--- src/rtl/xfer2d_pkg.sv ---
package xfer2d_pkg;

    localparam int DIM_W = 16;

    typedef struct packed {
        logic [DIM_W-1:0] gap;
        logic [DIM_W-1:0] len;
    } dim_t;

    typedef enum logic {
        ST_IDLE = 1'b0,
        ST_RUN  = 1'b1
    } state_t;

    localparam logic [7:0] FLAG_BASE   = 8'h08;
    localparam logic [7:0] FLAG_SHRINK = 8'h04;

    function automatic logic [7:0] mode_flags(input dim_t s, input dim_t d);
        logic shrink;
        shrink = (d.len < s.len) || (d.gap < s.gap);
        return shrink ? (FLAG_BASE | FLAG_SHRINK) : FLAG_BASE;
    endfunction

    function automatic logic dim_bad(input dim_t s, input dim_t d);
        return (s.len == '0) || (d.len == '0);
    endfunction

endpackage

--- src/rtl/xfer2d_walker.sv ---
module xfer2d_walker
    import xfer2d_pkg::*;
#(
    parameter int AW = 16
) (
    input  logic          clk,
    input  logic          rst,
    input  logic          load,
    input  logic [AW-1:0] base,
    input  dim_t          dim,
    input  logic          step,
    output logic [AW-1:0] addr
);
    dim_t             dim_q;
    logic [DIM_W-1:0] col_q;
    logic             line_end;

    assign line_end = (col_q == dim_q.len - DIM_W'(1));

    always_ff @(posedge clk) begin
        if (rst) begin
            addr  <= '0;
            col_q <= '0;
            dim_q <= '0;
        end else if (load) begin
            addr  <= base;
            col_q <= '0;
            dim_q <= dim;
        end else if (step) begin
            if (line_end) begin
                addr  <= addr + AW'(1) + AW'(dim_q.gap);
                col_q <= '0;
            end else begin
                addr  <= addr + AW'(1);
                col_q <= col_q + DIM_W'(1);
            end
        end
    end
endmodule

--- src/rtl/xfer2d_fifo.sv ---
module xfer2d_fifo #(
    parameter int DEPTH = 8,
    parameter int W     = 8,
    localparam int PW   = (DEPTH > 1) ? $clog2(DEPTH) : 1,
    localparam int CNTW = $clog2(DEPTH + 2)
) (
    input  logic            clk,
    input  logic            rst,
    input  logic            push,
    input  logic [W-1:0]    din,
    input  logic            pop,
    output logic [W-1:0]    dout,
    output logic [CNTW-1:0] count,
    output logic            empty
);
    logic [W-1:0]  mem [DEPTH];
    logic [PW-1:0] wp, rp;

    assign empty = (count == '0);
    assign dout  = mem[rp];

    function automatic logic [PW-1:0] bump(input logic [PW-1:0] p);
        return (p == PW'(DEPTH - 1)) ? '0 : p + PW'(1);
    endfunction

    always_ff @(posedge clk) begin
        if (push) mem[wp] <= din;
    end

    always_ff @(posedge clk) begin
        if (rst) begin
            wp    <= '0;
            rp    <= '0;
            count <= '0;
        end else begin
            if (push) wp <= bump(wp);
            if (pop)  rp <= bump(rp);
            case ({push, pop})
                2'b10:   count <= count + CNTW'(1);
                2'b01:   count <= count - CNTW'(1);
                default: count <= count;
            endcase
        end
    end
endmodule

--- src/rtl/xfer2d_engine.sv ---
module xfer2d_engine
    import xfer2d_pkg::*;
#(
    parameter int AW    = 16,
    parameter int CW    = 32,
    parameter int DEPTH = 8
) (
    input  logic          clk,
    input  logic          rst,
    input  logic          start,
    input  logic [AW-1:0] src_base,
    input  logic [AW-1:0] dst_base,
    input  logic [CW-1:0] total,
    input  logic [31:0]   src_dim,
    input  logic [31:0]   dst_dim,
    output logic          busy,
    output logic          done,
    output logic          err,
    output logic [7:0]    flags,
    output logic          rd_en,
    output logic [AW-1:0] rd_addr,
    input  logic [7:0]    rd_data,
    output logic          wr_en,
    output logic [AW-1:0] wr_addr,
    output logic [7:0]    wr_data
);
    localparam int CNTW = $clog2(DEPTH + 2);

    state_t          state;
    logic [CW-1:0]   rd_left, wr_left;
    logic            rd_vld_q;
    logic            done_q, err_q;
    logic [7:0]      flags_q;
    logic            accept, bad, rd_fire, wr_fire;
    logic [CNTW-1:0] fifo_cnt;
    logic            fifo_empty;
    logic [7:0]      fifo_out;
    dim_t            sdim, ddim;

    assign sdim    = dim_t'(src_dim);
    assign ddim    = dim_t'(dst_dim);
    assign accept  = start && (state == ST_IDLE);
    assign bad     = dim_bad(sdim, ddim);
    assign rd_fire = (state == ST_RUN) && (rd_left != '0)
                     && ((fifo_cnt + CNTW'(rd_vld_q)) < CNTW'(DEPTH));
    assign wr_fire = (state == ST_RUN) && !fifo_empty;

    xfer2d_walker #(.AW(AW)) u_src_walk (
        .clk(clk), .rst(rst), .load(accept), .base(src_base),
        .dim(sdim), .step(rd_fire), .addr(rd_addr)
    );

    xfer2d_walker #(.AW(AW)) u_dst_walk (
        .clk(clk), .rst(rst), .load(accept), .base(dst_base),
        .dim(ddim), .step(wr_fire), .addr(wr_addr)
    );

    xfer2d_fifo #(.DEPTH(DEPTH), .W(8)) u_fifo (
        .clk(clk), .rst(rst), .push(rd_vld_q), .din(rd_data),
        .pop(wr_fire), .dout(fifo_out), .count(fifo_cnt), .empty(fifo_empty)
    );

    always_ff @(posedge clk) begin
        if (rst) begin
            state    <= ST_IDLE;
            rd_left  <= '0;
            wr_left  <= '0;
            rd_vld_q <= 1'b0;
            done_q   <= 1'b0;
            err_q    <= 1'b0;
            flags_q  <= '0;
        end else begin
            done_q   <= 1'b0;
            err_q    <= 1'b0;
            rd_vld_q <= rd_fire;
            if (accept) begin
                if (bad) begin
                    err_q <= 1'b1;
                end else if (total == '0) begin
                    done_q  <= 1'b1;
                    flags_q <= mode_flags(sdim, ddim);
                end else begin
                    state   <= ST_RUN;
                    rd_left <= total;
                    wr_left <= total;
                    flags_q <= mode_flags(sdim, ddim);
                end
            end else if (state == ST_RUN) begin
                if (rd_fire) rd_left <= rd_left - CW'(1);
                if (wr_fire) begin
                    wr_left <= wr_left - CW'(1);
                    if (wr_left == CW'(1)) begin
                        state  <= ST_IDLE;
                        done_q <= 1'b1;
                    end
                end
            end
        end
    end

    assign busy    = (state == ST_RUN);
    assign done    = done_q;
    assign err     = err_q;
    assign flags   = flags_q;
    assign rd_en   = rd_fire;
    assign wr_en   = wr_fire;
    assign wr_data = fifo_out;
endmodule

--- config.mk ---
export PLATFORM = sky130hd
export DESIGN_NAME = xfer2d_engine
export DESIGN_NICKNAME = d
export VERILOG_FILES = /design/src/rtl/xfer2d_pkg.sv /design/src/rtl/xfer2d_walker.sv /design/src/rtl/xfer2d_fifo.sv /design/src/rtl/xfer2d_engine.sv
export SDC_FILE = /design/constraint.sdc
export NUM_CORES = 1
export LEC_CHECK = 0
export CAP_MARGIN = 20
export CORE_MARGIN = 3
export CORE_UTILIZATION = 50
export CTS_CLUSTER_DIAMETER = 80
export DETAILED_ROUTE_END_ITERATION = 16
export GPL_ROUTABILITY_DRIVEN = 0
export GPL_TIMING_DRIVEN = 0
export HOLD_SLACK_MARGIN = 0.15
export PLACE_DENSITY = 0.72
export REMOVE_ABC_BUFFERS = 1
export SLEW_MARGIN = 20
export SYNTH_ARGS = -nofsm -noshare
export SYNTH_HDL_FRONTEND = slang
export SYNTH_SLANG_ARGS = --single-unit
--- constraint.sdc ---
create_clock -name clk -period 4 [get_ports clk]
set_input_delay 1.2 -clock clk [delete_from_list [all_inputs] [get_ports clk]]
set_output_delay 1.2 -clock clk [all_outputs]
set_load 0.05 [all_outputs]
# Word-level counts from Yosys, hierarchy flattened
# Memories as Yosys holds them, arrays and structs flattened. A register that Yosys moved wholly into a read port is not among the register bits.
# Cells that the tools add are included.
[word_totals] regBits=214 input_bits=139 out_inout_bits=53 n_memories=1 ram_bits=64 elab_cells=108
[classes] eq_ne=9 addsub=15 magnitude_cmp=3 reduce_logical=22 n_mux=37 n_bitwise=3
[memory_table] memory="u_fifo.mem" words=8 word_bits=8 read_ports=1 rd_ports_with_merged_regs=1 write_ports=1 line_no="xfer2d_fifo.sv:16" rtl="logic [W-1:0] mem [DEPTH];"
[ops] op="32-bit 2-to-1 mux" count=8
[ops] op="16-bit 2-to-1 mux" count=8
[ops] op="16-bit by 1-bit adder with 16-bit output (second input constant)" count=4
[ops] op="32-bit by 1-bit subtractor with 32-bit output (second input constant)" count=2
[ops] op="16-bit adder" count=2
[ops] op="16-bit equality test" count=2
[ops] op="32-bit by 1-bit equality test with 1-bit output (second input constant)" count=1
[ops] op="16-bit zero test" count=2
[ops] op="32-bit zero test" count=1
[ops] op="16-bit less-than comparator" count=2
[ops] op="32-bit nonzero test" count=1
[ops] op="16-bit by 1-bit subtractor with 16-bit output (second input constant)" count=2
[ops] op="1-bit 2-to-1 mux" count=15
[ops] op="3-bit 2-to-1 mux" count=5
[ops] op="4-bit case mux with 2 select lines" count=1
[ops] op="4-bit AND reduction" count=2
[ops] op="2-bit nonzero test" count=4
[ops] op="3-bit by 1-bit adder with 3-bit output (second input constant)" count=2
[ops] op="3-bit equality test (second input constant)" count=2
[ops] op="4-bit by 1-bit adder with 4-bit output" count=1
[ops] op="4-bit by 1-bit adder with 4-bit output (second input constant)" count=1
[ops] op="1-bit logical AND" count=4
[ops] op="4-bit zero test" count=1
[ops] op="4-bit less-than comparator (second input constant)" count=1
[ops] op="other kinds (9)" count=15

# Logic depth before layout (Yosys ltp)
[logic_depth] word_depth=6 mapped_depth=13 ltp_nobuf=13

# Hierarchy
# From an unflattened synthesis, not the netlist that was laid out.
[hier_totals] cells_unflattened=1884 area_unflattened_um2=16726.0
[modules_own_cells] module="xfer2d_engine" area_per_inst_um2=5139.9 cells_per_inst=713 n_inst=1 seq_area_each_um2=1401.3
[modules_own_cells] module="xfer2d_walker at u_dst_walk" area_per_inst_um2=4271.6 cells_per_inst=507 n_inst=1 seq_area_each_um2=1281.2
[modules_own_cells] module="xfer2d_walker at u_src_walk" area_per_inst_um2=4202.8 cells_per_inst=500 n_inst=1 seq_area_each_um2=1281.2
[modules_own_cells] module="xfer2d_fifo" area_per_inst_um2=3111.7 cells_per_inst=164 n_inst=1 seq_area_each_um2=2182.1

# Least setup slack after synthesis
# OpenSTA, ideal clock, no wires.
[synth_path] kind="reg2reg" from="register state (netlist: busy)" to="register u_fifo.count[3]" path_buffers=3 required_time_ns=3.930 path_stages_with_launch=13 period_less_slack_ns=3.626 arrival_ns=3.556 path_slack_ns=0.374 setup_time_ns=0.070 cell_sequence="dfxtp_1 -> o41ai_1 -> clkbuf_1 -> inv_1 -> clkbuf_1 -> clkbuf_1 -> ha_1 -> ha_1 -> a21o_1 -> a21oi_1 -> xnor2_1 -> or3_1 -> a21oi_1"
[synth_via] elab_chain_len=3 elab_cells_between_ends=5 classes_between="2 x eq/ne; 1 x mux; 2 x reduce/logical"
[synth_rtl] item="start: declaration" line_no="xfer2d_engine.sv:29" rtl="state_t state;"
[synth_rtl] item="start signal: assignment" line_no="xfer2d_engine.sv:65" rtl="state <= ST_IDLE;"
[synth_rtl] item="start signal: assignment" line_no="xfer2d_engine.sv:83" rtl="state <= ST_RUN;"
[synth_rtl] item="start signal: assignment" line_no="xfer2d_engine.sv:93" rtl="state <= ST_IDLE;"
[synth_rtl] item="1-bit logical AND (*)" line_no="xfer2d_engine.sv:46" rtl="assign wr_fire = (state == ST_RUN) && !fifo_empty;"
[synth_rtl] item="via wr_en" line_no="xfer2d_engine.sv:23" rtl="output logic wr_en,"
[synth_rtl] item="2-bit by 1-bit equality test with 1-bit output / 2-bit equality test (equally long branches)" line_no="xfer2d_fifo.sv:38" rtl="case ({push, pop})"
[synth_rtl] item="4-bit case mux with 2 select lines / 2-bit nonzero test (equally long branches)"
[synth_rtl] item="end signal: assignment" line_no="xfer2d_fifo.sv:39" rtl="2'b10: count <= count + CNTW'(1);"
[synth_rtl] item="end signal: assignment" line_no="xfer2d_fifo.sv:40" rtl="2'b01: count <= count - CNTW'(1);"
[synth_rtl] item="end signal: assignment" line_no="xfer2d_fifo.sv:41" rtl="default: count <= count;"
[synth_rtl] item="end: declaration" line_no="xfer2d_fifo.sv:13" rtl="output logic [CNTW-1:0] count,"
# The timed path passes the listed nets; every way through them passes the cells marked *.
# A chain may end at the register's enable or synchronous reset.

# Worst setup path in the final report
[layout_path] from="input port start" to="register wr_left[7]"
[layout_via] elab_chain_len=3 elab_cells_between_ends=7 classes_between="2 x eq/ne; 1 x mux; 4 x reduce/logical"
[layout_rtl] item="start: declaration" line_no="xfer2d_engine.sv:10" rtl="input logic start,"
[layout_rtl] item="1-bit logical AND (*)" line_no="xfer2d_engine.sv:42" rtl="assign accept = start && (state == ST_IDLE);"
[layout_rtl] item="2-bit != test (no source line) / 2-bit nonzero test (equally long branches)"
[layout_rtl] item="4-bit AND reduction (no source line)"
[layout_rtl] item="end signal: assignment" line_no="xfer2d_engine.sv:85" rtl="wr_left <= total;"
[layout_rtl] item="end signal: assignment" line_no="xfer2d_engine.sv:91" rtl="wr_left <= wr_left - CW'(1);"
[layout_rtl] item="end: declaration" line_no="xfer2d_engine.sv:30" rtl="logic [CW-1:0] rd_left, wr_left;"
# Every way passes the cells marked *; elsewhere a longest branch is shown, timed or not.

==> impl_results.md <==
* Worst Skew at 0.0177 ns
* Worst R2R Path Depth at 13
* Via count at 15425
* DRT iter0 DRCs at 1569
* Post-synthesis sequential area ratio at 37.3%
* Worst-margin pin slew at 1.08 ns
* CP Cell Sequence: clkdlybuf4s50_1, nor2b_4, buf_12, nand3_1, o21bai_1, nand2_2, buf_16, o21ai_0, a22oi_1, nor2_1
* EDFF count, synth at 64
* Cts bufs inserted at 30
* Total Power at 8.14 mW
* DRC errors left at 0
* Post-Synthesis Cells at 1986
* Die ar. at 35200 µm²
* Total of max-cap violations at 0
* Share of the synthesized area in the top cell type at 25.6%
* Async S/R FF share, synth at 0%
* Routed wl met2 at 22.2 mm
* Top sig layer: met4
* Worst flop-to-flop path startpoint: u_src_walk.addr[2]
* YS warnings at 0
* Netlist Area Pre-Place at 16500 µm²
* Root buf cell: clkbuf_16
* RSZ-0062 raised after global routing: yes
* Grt total ovfl at 0
* FF-to-FF End: u_src_walk.addr[13]
* Total track usage at 26.3%
* Crit path DAT at 4.37 ns
* NumNets Final at 2347
* Clock tree sinks at 275
* Core Footprint at 32000 µm²
* Worst slew margin at 27.9%
* Worst min path class: register to register
* Final hold vios at 0
* Max Slew Vio Count at 0
* Crit path max fanout at 34
* Mapped Avg Cell Area at 8.29 µm²
* Reg-to-reg slack, setup at 0.26 ns
* Cell Rows at 65
* Critical path startpoint: start
* Bufs on Longest Clock Path at 3
* Netlist cell types at 79
* Buf/Inv on CP at 3
* FF+latch count, synth at 275
* Worst hold path depth at 2
* Setup Viol. Count Final at 0
* CP startpoint kind: input pin
* Share of cells above drive strength 1 at 6.44%
* CTS tree: yes
* Vias in the first global route at 14807
* Slowest stage delay, CP at 0.72 ns
* CTS hold repair buffers at 0
* Die width at 188 µm
* Min Tclk post-route at 3.94 ns
* Period utilization at 98.5%
* Critical path endpoint: wr_left[7]
* Initial antenna violation count at 0
* Fmax achieved at 254 MHz
* CP max-delay cell: clkdlybuf4s50_1
* Status: complete, no violations
* Area Growth Syn to Fin at 20.7%
* Clk Latency, worst-skew pair at 0.56 ns
* Met3 WL at 3.60 mm
* # port buffers at 185
* Synth area leader: dfxtp_1
* Initial Utilization at 51.4%
* Worst hold start: flags[3]
* Setup CP Type: input pin to register
* Top_reg_cell synth: dfxtp_1
* Worst-case vdd ir drop at 0.318 mV
* M1 WL at 20.5 mm
* Critical Path Sink Type: register
* WP data required at 4.43 ns
* Crit path max-delay family: simple AND/OR/NAND/NOR gates
* Drt total wl at 47.8 mm
* Total stage count of the critical path at 10
* Via density at 5.98
* PwrDens at 410 nW/µm²
* Largest net degree at the start of global routing at 91
* Clk slew on worst S/H paths at 0.06 ns
* First-pass DRT Iterations at 6
* Ant diodes at 0
* H-tree Lvls at 1
* Post-route ant nets at 0
* Post-DP HPWL at 33.4 mm
* Layout Utilization at 62.0%
* Filler cells at 2790
* Die Ht at 188 µm
* Top cells by area, synth: dfxtp_1 26%, edfxtp_1 12%, nand2_1 6.7%, ha_1 6.4%, a21oi_1 5.1%
* Top Ports at 192
* First-pass GRT wire length at 77.2 mm
* Dpl cells at 2514
* Leakage at 7.63 nW
* Final cell count without fillers at 2578
* Avg WL per Cell at 18.5 µm
==> how the worst min path moves through the flow <==
stage,end,slack (ns)
finish,flags[3],0.45
global route,u_dst_walk.dim_q[18],0.49
CTS,flags[3],0.45
detailed placement,flags[3],0.45
global placement,flags[3],0.44
floorplan,u_dst_walk.dim_q[16],0.43
==> cell usage in the layout, fill, tap and decap left out, drive strengths merged, types with 42 or more instances in the layout <==
master / netlist / final
a21oi: 168 / 168
edfxtp: 64 / 64
nand3: 71 / 71
nor2: 164 / 164
ha: 84 / 84
nor3: 60 / 60
dfxtp: 211 / 211
nand2: 293 / 293
clkbuf: 84 / 42
clkdlybuf4s50: 0 / 183
inv: 73 / 73
xor2: 50 / 50
xnor2: 66 / 66
o21ai: 124 / 124
==> what timing repair did <==
| item | in CTS | in global routing |
|---|---|---|
| gates cloned | 3 | 0 |
| buffers inserted | 4 | 3 |
| setup endpoints to repair | 64 | 52 |
| pin swaps | 1 | 1 |
| resized for setup | 19 | 4 |
==> sequential cells by signal, indices dropped and copies added (netlist names), 2 cells and up, named ones only <==
register	count
u_dst_walk.col_q	16
u_fifo.rp	3
u_fifo.count	4
u_src_walk.col_q	16
u_fifo.mem	64
u_src_walk.addr	16
u_fifo.wp	3
flags	2
wr_left	32
rd_left	32
u_dst_walk.dim_q	32
u_src_walk.dim_q	32
u_dst_walk.addr	16
==> cell families (layout without fill, tap and decap cells) <==
logic type	after synthesis	count (layout)	share of synthesized area, %
compound gates	492	493	18.5
xor+xnor	116	116	6.17
fa+ha+maj	87	87	6.75
buf+inv	185	335	4.52
flops	275	275	37.3
mux	47	47	4.14
other cells	1	6	0.0228
simple gates	783	784	22.6
==> through the flow <==
| step | instance area [µm²] | hold slack (ns) | TNS (ns) | setup WS, ns |
|---|---|---|---|---|
| after floorplan | 16000 | 0.434 | -858.69 | -5.91 |
| after global placement | 18400 | 0.439 | -2090.37 | -14.10 |
| after detailed placement | 18700 | 0.446 | -43.72 | -1.11 |
| after CTS | 19800 | 0.455 | 0 | 0.0159 |
| after global routing | 19900 | 0.488 | -0.571 | -0.0979 |
| final | 19900 | 0.454 | 0 | 0.0593 |
==> area by class of cell <==
class                   count  area (µm²)  share of cell area (%)
clock buffers              42         857                    4.31
clock inverters            12         145                   0.730
inverters                  73         283                    1.42
multi-input cells        1533        9720                    48.9
flip-flops and latches    275        6150                    30.9
well taps                 435         544                    2.74
repair buffers            207        2170                    10.9
repair inverters            1        5.00                  0.0252
==> layer usage <==
metal  up-vias  track usage, %
li1       7438               -
met1      7337            35.4
met2       556            43.7
met3        94            4.32
met4         0            8.08
met5         -               0
==> cell usage after synthesis (all sizes together) (5+ instances only) <==
library cell / count
clkbuf: 84
o211ai: 14
a311oi: 5
nand3: 71
o21a: 5
nand3b: 6
o21ai: 124
nor2: 164
a211o: 5
dfxtp: 211
buf: 28
and3: 20
o21bai: 5
xnor2: 66
ha: 84
nand2: 293
inv: 73
nor3b: 5
o22ai: 10
a211oi: 38
or4: 6
a22oi: 26
nand2b: 22
or3: 24
or2: 5
edfxtp: 64
nor2b: 7
xor2: 50
a31oi: 10
a21oi: 168
mux4: 16
mux2: 9
a221oi: 5
a21o: 18
nor3: 60
and2: 13
o31ai: 20
mux2i: 22
nand4: 29
nand4b: 5
nor4: 41
==> tightest hold or removal path, cell delays in order, from the launching register on <==
cell and delay (ns):
dfxtp_1 0.31, inv_1 0.05, a21oi_1 0.05
==> power by group <==
| group | internal, mW | switching (mW) |
|---|---|---|
| combinational | 0.830 | 1.25 |
| clock | 1.68 | 1.16 |
| sequential | 3.01 | 0.213 |
(Power assumes the default switching activity.)
